File: src/rtl/xlate_pkg.sv
package xlate_pkg;

  localparam int VA_W     = 32;
  localparam int OFF_W    = 12;
  localparam int VPN_W    = VA_W - OFF_W;

  typedef enum logic [1:0] {
    ACC_LOAD  = 2'd0,
    ACC_STORE = 2'd1,
    ACC_FETCH = 2'd2,
    ACC_RSVD  = 2'd3
  } access_e;

  typedef enum logic [1:0] {
    CAUSE_NONE = 2'd0,
    CAUSE_MISS = 2'd1,
    CAUSE_PRIV = 2'd2,
    CAUSE_PERM = 2'd3
  } cause_e;

  typedef struct packed {
    logic rd;
    logic wr;
    logic ex;
    logic usr;
  } perm_t;

endpackage

File: src/rtl/xlate_table.sv
module xlate_table
  import xlate_pkg::*;
#(
  parameter int ENTRIES = 8,
  parameter int PPN_W   = 22,
  localparam int IDX_W  = (ENTRIES > 1) ? $clog2(ENTRIES) : 1
) (
  input  logic             clk,
  input  logic             rst,
  input  logic             cfg_we,
  input  logic             cfg_priv,
  input  logic [IDX_W-1:0] cfg_idx,
  input  logic             cfg_valid,
  input  logic [VPN_W-1:0] cfg_vpn,
  input  logic [PPN_W-1:0] cfg_ppn,
  input  perm_t            cfg_perm,
  output logic             ent_valid [ENTRIES],
  output logic [VPN_W-1:0] ent_vpn   [ENTRIES],
  output logic [PPN_W-1:0] ent_ppn   [ENTRIES],
  output perm_t            ent_perm  [ENTRIES]
);

  // Writes count only from privileged software and to an existing slot.
  logic take_write;
  assign take_write = cfg_we && cfg_priv && (int'(cfg_idx) < ENTRIES);

  for (genvar g = 0; g < ENTRIES; g++) begin : g_slot
    logic hit_slot;
    assign hit_slot = take_write && (int'(cfg_idx) == g);

    always_ff @(posedge clk) begin
      if (rst) begin
        ent_valid[g] <= 1'b0;
        ent_vpn[g]   <= '0;
        ent_ppn[g]   <= '0;
        ent_perm[g]  <= '0;
      end else if (hit_slot) begin
        ent_valid[g] <= cfg_valid;
        ent_vpn[g]   <= cfg_vpn;
        ent_ppn[g]   <= cfg_ppn;
        ent_perm[g]  <= cfg_perm;
      end
    end

    // a user-mode write leaves every slot as it was
    assert_user_write_ignored_R10: assert property (@(posedge clk) disable iff (rst)
      (cfg_we && !cfg_priv) |=> ($stable(ent_valid[g]) && $stable(ent_vpn[g]) &&
                                 $stable(ent_ppn[g])   && $stable(ent_perm[g])));

    // a privileged write lands in the addressed slot
    assert_cfg_write_lands_R9: assert property (@(posedge clk) disable iff (rst)
      (cfg_we && cfg_priv && int'(cfg_idx) == g) |=>
        (ent_valid[g] == $past(cfg_valid) && ent_vpn[g] == $past(cfg_vpn) &&
         ent_ppn[g] == $past(cfg_ppn)));
  end

endmodule

File: src/rtl/xlate_lookup.sv
module xlate_lookup
  import xlate_pkg::*;
#(
  parameter int ENTRIES = 8,
  parameter int PPN_W   = 22
) (
  input  logic             clk,
  input  logic             rst,
  input  logic [VPN_W-1:0] look_vpn,
  input  logic             ent_valid [ENTRIES],
  input  logic [VPN_W-1:0] ent_vpn   [ENTRIES],
  input  logic [PPN_W-1:0] ent_ppn   [ENTRIES],
  input  perm_t            ent_perm  [ENTRIES],
  output logic             hit,
  output logic [PPN_W-1:0] hit_ppn,
  output perm_t            hit_perm
);

  logic [ENTRIES-1:0] match;
  logic [ENTRIES-1:0] grant;

  for (genvar g = 0; g < ENTRIES; g++) begin : g_cmp
    assign match[g] = ent_valid[g] && (ent_vpn[g] == look_vpn);
  end

  // Lowest index wins: walk from the top so the lowest match is written last.
  always_comb begin
    grant    = '0;
    hit_ppn  = '0;
    hit_perm = '0;
    for (int i = ENTRIES - 1; i >= 0; i--) begin
      if (match[i]) begin
        grant    = '0;
        grant[i] = 1'b1;
        hit_ppn  = ent_ppn[i];
        hit_perm = ent_perm[i];
      end
    end
  end

  assign hit = |grant;

  // at most one entry is chosen, and it is one that matched
  assert_single_grant_R7: assert property (@(posedge clk) disable iff (rst)
    $onehot0(grant) && ((grant & ~match) == '0));

  // any match must give a hit
  assert_match_hits_R3: assert property (@(posedge clk) disable iff (rst)
    (match != '0) |-> hit);

endmodule

File: src/rtl/xlate_check.sv
module xlate_check
  import xlate_pkg::*;
(
  input  logic     hit,
  input  perm_t    perm,
  input  logic [1:0] kind,
  input  logic     priv,
  output cause_e   cause
);

  logic kind_ok;

  always_comb begin
    unique case (access_e'(kind))
      ACC_LOAD:  kind_ok = perm.rd;
      ACC_STORE: kind_ok = perm.wr;
      ACC_FETCH: kind_ok = perm.ex;
      default:   kind_ok = 1'b0;
    endcase
  end

  // Order: mapping, then mode, then access kind.
  always_comb begin
    if (!hit)                    cause = CAUSE_MISS;
    else if (!priv && !perm.usr) cause = CAUSE_PRIV;
    else if (!kind_ok)           cause = CAUSE_PERM;
    else                         cause = CAUSE_NONE;
  end

endmodule

File: src/rtl/page_xlate.sv
module page_xlate
  import xlate_pkg::*;
#(
  parameter int PA_W    = 34,
  parameter int ENTRIES = 8,
  localparam int PPN_W  = PA_W - OFF_W,
  localparam int IDX_W  = (ENTRIES > 1) ? $clog2(ENTRIES) : 1
) (
  input  logic             clk,
  input  logic             rst,
  input  logic             xlate_en,
  input  logic             req_valid,
  input  logic [31:0]      req_vaddr,
  input  logic [1:0]       req_kind,
  input  logic             req_priv,
  output logic             rsp_valid,
  output logic [PA_W-1:0]  rsp_paddr,
  output logic             rsp_fault,
  output logic [1:0]       rsp_cause,
  input  logic             cfg_we,
  input  logic             cfg_priv,
  input  logic [IDX_W-1:0] cfg_idx,
  input  logic             cfg_valid,
  input  logic [19:0]      cfg_vpn,
  input  logic [PPN_W-1:0] cfg_ppn,
  input  logic             cfg_rd,
  input  logic             cfg_wr,
  input  logic             cfg_ex,
  input  logic             cfg_usr
);

  logic             ent_valid [ENTRIES];
  logic [VPN_W-1:0] ent_vpn   [ENTRIES];
  logic [PPN_W-1:0] ent_ppn   [ENTRIES];
  perm_t            ent_perm  [ENTRIES];
  perm_t            cfg_perm;

  logic             hit;
  logic [PPN_W-1:0] hit_ppn;
  perm_t            hit_perm;
  cause_e           chk_cause;

  assign cfg_perm = '{rd: cfg_rd, wr: cfg_wr, ex: cfg_ex, usr: cfg_usr};

  xlate_table #(.ENTRIES(ENTRIES), .PPN_W(PPN_W)) i_table (
    .clk       (clk),
    .rst       (rst),
    .cfg_we    (cfg_we),
    .cfg_priv  (cfg_priv),
    .cfg_idx   (cfg_idx),
    .cfg_valid (cfg_valid),
    .cfg_vpn   (cfg_vpn),
    .cfg_ppn   (cfg_ppn),
    .cfg_perm  (cfg_perm),
    .ent_valid (ent_valid),
    .ent_vpn   (ent_vpn),
    .ent_ppn   (ent_ppn),
    .ent_perm  (ent_perm)
  );

  xlate_lookup #(.ENTRIES(ENTRIES), .PPN_W(PPN_W)) i_lookup (
    .clk       (clk),
    .rst       (rst),
    .look_vpn  (req_vaddr[VA_W-1:OFF_W]),
    .ent_valid (ent_valid),
    .ent_vpn   (ent_vpn),
    .ent_ppn   (ent_ppn),
    .ent_perm  (ent_perm),
    .hit       (hit),
    .hit_ppn   (hit_ppn),
    .hit_perm  (hit_perm)
  );

  xlate_check i_check (
    .hit   (hit),
    .perm  (hit_perm),
    .kind  (req_kind),
    .priv  (req_priv),
    .cause (chk_cause)
  );

  // Next-state of the response register.
  logic [PA_W-1:0] nxt_paddr;
  logic [1:0]      nxt_cause;

  always_comb begin
    nxt_paddr = '0;
    nxt_cause = CAUSE_NONE;
    if (req_valid) begin
      if (!xlate_en) begin
        nxt_paddr = PA_W'(req_vaddr);
      end else begin
        nxt_cause = chk_cause;
        if (chk_cause == CAUSE_NONE)
          nxt_paddr = {hit_ppn, req_vaddr[OFF_W-1:0]};
      end
    end
  end

  always_ff @(posedge clk) begin
    if (rst) begin
      rsp_valid <= 1'b0;
      rsp_paddr <= '0;
      rsp_fault <= 1'b0;
      rsp_cause <= 2'd0;
    end else begin
      rsp_valid <= req_valid;
      rsp_paddr <= nxt_paddr;
      rsp_fault <= (nxt_cause != CAUSE_NONE);
      rsp_cause <= nxt_cause;
    end
  end

  // fixed one-cycle latency
  assert_rsp_follows_req_R1: assert property (@(posedge clk) disable iff (rst)
    req_valid |=> rsp_valid);
  assert_idle_quiet_R1: assert property (@(posedge clk) disable iff (rst)
    !req_valid |=> (!rsp_valid && !rsp_fault && rsp_paddr == '0));

  // page offset survives translation
  assert_offset_kept_R2: assert property (@(posedge clk) disable iff (rst)
    (req_valid && xlate_en) |=>
      (rsp_fault || rsp_paddr[OFF_W-1:0] == $past(req_vaddr[OFF_W-1:0])));

  // bypass never faults and copies the address
  assert_bypass_R8: assert property (@(posedge clk) disable iff (rst)
    (req_valid && !xlate_en) |=>
      (!rsp_fault && rsp_paddr == PA_W'($past(req_vaddr))));

  // fault and cause agree, refused access carries no address
  assert_fault_shape_R11: assert property (@(posedge clk) disable iff (rst)
    (rsp_fault == (rsp_cause != 2'd0)) && (!rsp_fault || rsp_paddr == '0));

endmodule

File: config.mk
export PLATFORM = sky130hd
export DESIGN_NAME = page_xlate
export DESIGN_NICKNAME = d
export VERILOG_FILES = /design/src/rtl/xlate_pkg.sv /design/src/rtl/xlate_table.sv /design/src/rtl/xlate_lookup.sv /design/src/rtl/xlate_check.sv /design/src/rtl/page_xlate.sv
export SDC_FILE = /design/constraint.sdc
export NUM_CORES = 1
export LEC_CHECK = 0
export CAP_MARGIN = 20
export CORE_AREA = 2 2 201 203
export DETAILED_ROUTE_END_ITERATION = 7
export DIE_AREA = 0 0 203 205
export PLACE_DENSITY = 0.75
export SYNTH_ARGS = -nofsm -noshare
export SYNTH_HDL_FRONTEND = slang
export SYNTH_SLANG_ARGS = --single-unit
File: constraint.sdc
create_clock -name clk -period 4.66 [get_ports clk]
set_input_delay 1.398 -clock clk [delete_from_list [all_inputs] [get_ports clk]]
set_output_delay 1.398 -clock clk [all_outputs]
set_load 0.02 [all_outputs]
==> out/metrics.yaml, run 1 <==
dieArea_sq_um: 41600
die_h_um: 205
drive_above_1_share_pct: 11.2
drc: 0
critPathKind: "input port to register"
synth_top_area_share_pct: 42.7
syn_nets: 2617
antenna_found_initial: 1
combPwrFrac_pct: 8.4
synth-simple-area-share_pct: 24.4
whs_ns: 0.450
cts_hold_buf: 0
initial_core_util_pct: 49.3
path_buf_inv: 2
slowest_stage: "or4_1"
synthArstFlopShare_pct: 0
p_sw_share_pct: 24.8
wl_um: 73800
maxCapViolCount: 0
vdd_ir_drop_max_mv: 0.285
yosys_warnings: 0
nets: 2719
cts_buffer_depth: 3
clkTransAtPathRegs_ns: 0.06
synth_most_common_cell: "nand2_1"
htreeDepth: 2
ioPinCount: 129
avgSynthCellArea_sq_um: 7.69
final_hold_viol_count: 0
ys_types: 79
synth-adder-area-share_pct: 0
required_ns: 5.15
grt_pass1_vias: 17900
area_growth_pct: 19.4
cts_setup_buffers: 0
power_leakage_uw: 0.00830
numClockSinks: 414
coreArea_sq_um: 39400
synth-xor-area-share_pct: 7.96
synth_top_cells_by_count: "855 x nand2_1, 436 x a21oi_1, 414 x dfxtp_1"
ys_ff_latch: 414
gp_congestion: 1.02
diodes: 0
start_kind: "input port"
ctsRootBufferMaster: "clkbuf_16"
port_buffers: 128
internal-power_uw: 5950
cts_tree: "built"
crit_family: "compound AO/OA/AOI/OAI gates"
seq_area_frac_synth_pct: 42.7
max_stage_delay_ns: 0.56
min_period_ns: 4.35
setup_viol: 0
cp-end-kind: "register"
dpl.cell_count: 3106
muxShareOfSynthArea_pct: 1.20
wl_per_cell_um: 23.2
path_max_fanout: 12
cp_num_cells: 11
ant_nets: 0
pwr_density_cell_nw_per_um2: 341
switchingPower_uw: 1960
worst_hold_path_type: "register to register"
clk-insertion-delay-late_ns: 0.60
synth_compound_area_share_pct: 17.3
dp_hpwl_um: 50200
dr.pass1.iters: 6
vias: 18500
maxSlewViolCount: 0
multi_input_area_sq_um: 9960
numCtsBuffers: 45
drt_iter0_drc: 2004
grt_max_degree: 204
seq_area_sq_um: 8290
cp_cell_sequence: "clkdlybuf4s50_1 -> xnor2_1 -> nand4_1 -> or4_1 -> buf_4 -> o32a_1 -> a2111oi_0 -> o311ai_1 -> o221ai_1 -> nand3_2 -> a21boi_1"
via_per_inst: 5.79
clkPwrFrac_pct: 45.8
rsz0062_at_grt: "false"
final_util_pct: 58.9
yosys.area.top_type: "dfxtp_1"
grtUsageTotal_pct: 35.2
status: "finished clean"
cts_resized: 0
num_rows: 73
relSlewSlack_pct: 27.2
grt_first_pass_wirelength_um: 110000
synthCells: 2526
grt_overflow: 0
seqPwrFrac_pct: 45.8
arrival_ns: 4.84
mappedNetlistArea_sq_um: 19400
synth_area_leaders: "dfxtp_1 43%, nand2_1 17%, a21oi_1 11%, xnor2_1 4.6%, clkbuf_1 2.4%"
fin_cells: 3186
fp.dieW_um: 203
whs_path_depth: 2
max_freq_mhz: 230
reg2reg_depth: 10
synth-edff-count: 0
worst_pin_slew_ns: 1.09
synthFlopType: "dfxtp_1"
fillers: 3512
period_share_pct: 93.4
finalClockSkew_ns: 0.0257
synth_top_family_by_area: "simple AND/OR/NAND/NOR gates"
-- registers in the layout, indices dropped and copies added, names as in the netlist --
signal / cells
i_table.ent_valid: 8
rsp_paddr: 34
rsp_fault: 1
rsp_cause: 2
rsp_valid: 1
i_table.ent_perm: 32
i_table.ent_vpn: 160
i_table.ent_ppn: 176
-- power by group through the flow --
| stage | combinational (uW) | sequential, uW | clock [uW] |
|---|---|---|---|
| 6_report | 668 | 3620 | 3620 |
| 5_1_grt | 695 | 3620 | 3810 |
| 4_1_cts | 656 | 3620 | 3650 |
| 3_5_place_dp | 654 | 3700 | 0 |
| 3_3_place_gp | 650 | 3700 | 0 |
| 2_1_floorplan | 349 | 3700 | 0 |
-- cells in the final DEF (no fill, tap or decap), types with 10 or more instances in the layout --
cell / count
a21bo_1: 18
a21boi_1: 10
a21oi_1: 436
and3_1: 31
buf_12: 23
buf_4: 138
clkbuf_1: 12
clkbuf_16: 45
clkdlybuf4s50_1: 127
dfxtp_1: 414
mux2i_1: 20
nand2_1: 855
nand3_1: 23
nand4_1: 37
nor2_1: 55
nor3_1: 11
nor4_1: 11
o211ai_1: 22
o21ai_0: 32
o21ai_1: 11
xnor2_1: 102
xnor2_2: 11
xor2_1: 43
-- worst paths after layout --
check,slack (ns),endpoint,from
hold reg to reg,0.45,i_table.ent_ppn[2],i_table.ent_ppn[2]
hold / removal,0.45,i_table.ent_ppn[2],i_table.ent_ppn[2]
setup / recovery,0.31,rsp_paddr[6],req_vaddr[20]
setup reg to reg,1.35,rsp_paddr[6],i_table.ent_vpn[48]
-- per-layer routing --
layer	vias up	wire length [um]	global-route usage, %
met1	8787	28600	43.0
met4	2	4810	21.2
li1	8579	-	-
met5	-	14	0
met3	229	5490	4.90
met2	856	34900	59.2
-- worst min-delay path: cells and delay by family, from the launching register on --
kind             cells  cell delay (ns)
flip-flops           1             0.30
AO/OA/AOI/OAI        1             0.05
AND/OR/NAND/NOR      1             0.05
-- final cells by class --
class / instances / share of cell area [%]
clock inverters: 17 / 0.939
well taps: 525 / 2.83
inverters: 9 / 0.146
multi-input cells: 1869 / 42.9
repair buffers: 289 / 12.0
flip-flops and latches: 414 / 35.7
clock buffers: 63 / 5.41
-- metrics by stage --
step	TNS [ns]	power, uW	instance area (sq um)	worst slack, ns
2_1_floorplan	0	4050	19400	0.876
3_3_place_gp	-2.91	4350	21700	-0.170
3_5_place_dp	-2.83	4350	21700	-0.159
4_1_cts	0	7930	23200	0.412
5_1_grt	0	8120	23200	0.283
6_report	0	7910	23200	0.309
-- kinds of logic (layout without fill, tap and decap cells) --
kind of cell / Yosys count / after routing
buffers and inverters: 243 / 378
multiplexers: 23 / 23
AO/OA/AOI/OAI: 585 / 585
flip-flops: 414 / 414
XOR/XNOR: 162 / 162
AND/OR/NAND/NOR: 1099 / 1099
Power figures use the tool's default switching activity.
==> inputs of run 2 (changes only) <==
- SKIP_CTS_REPAIR_TIMING: not set -> 1
==> results of run 2 <==
No change in the layout: final DEF, timing and power equal those of run 1.
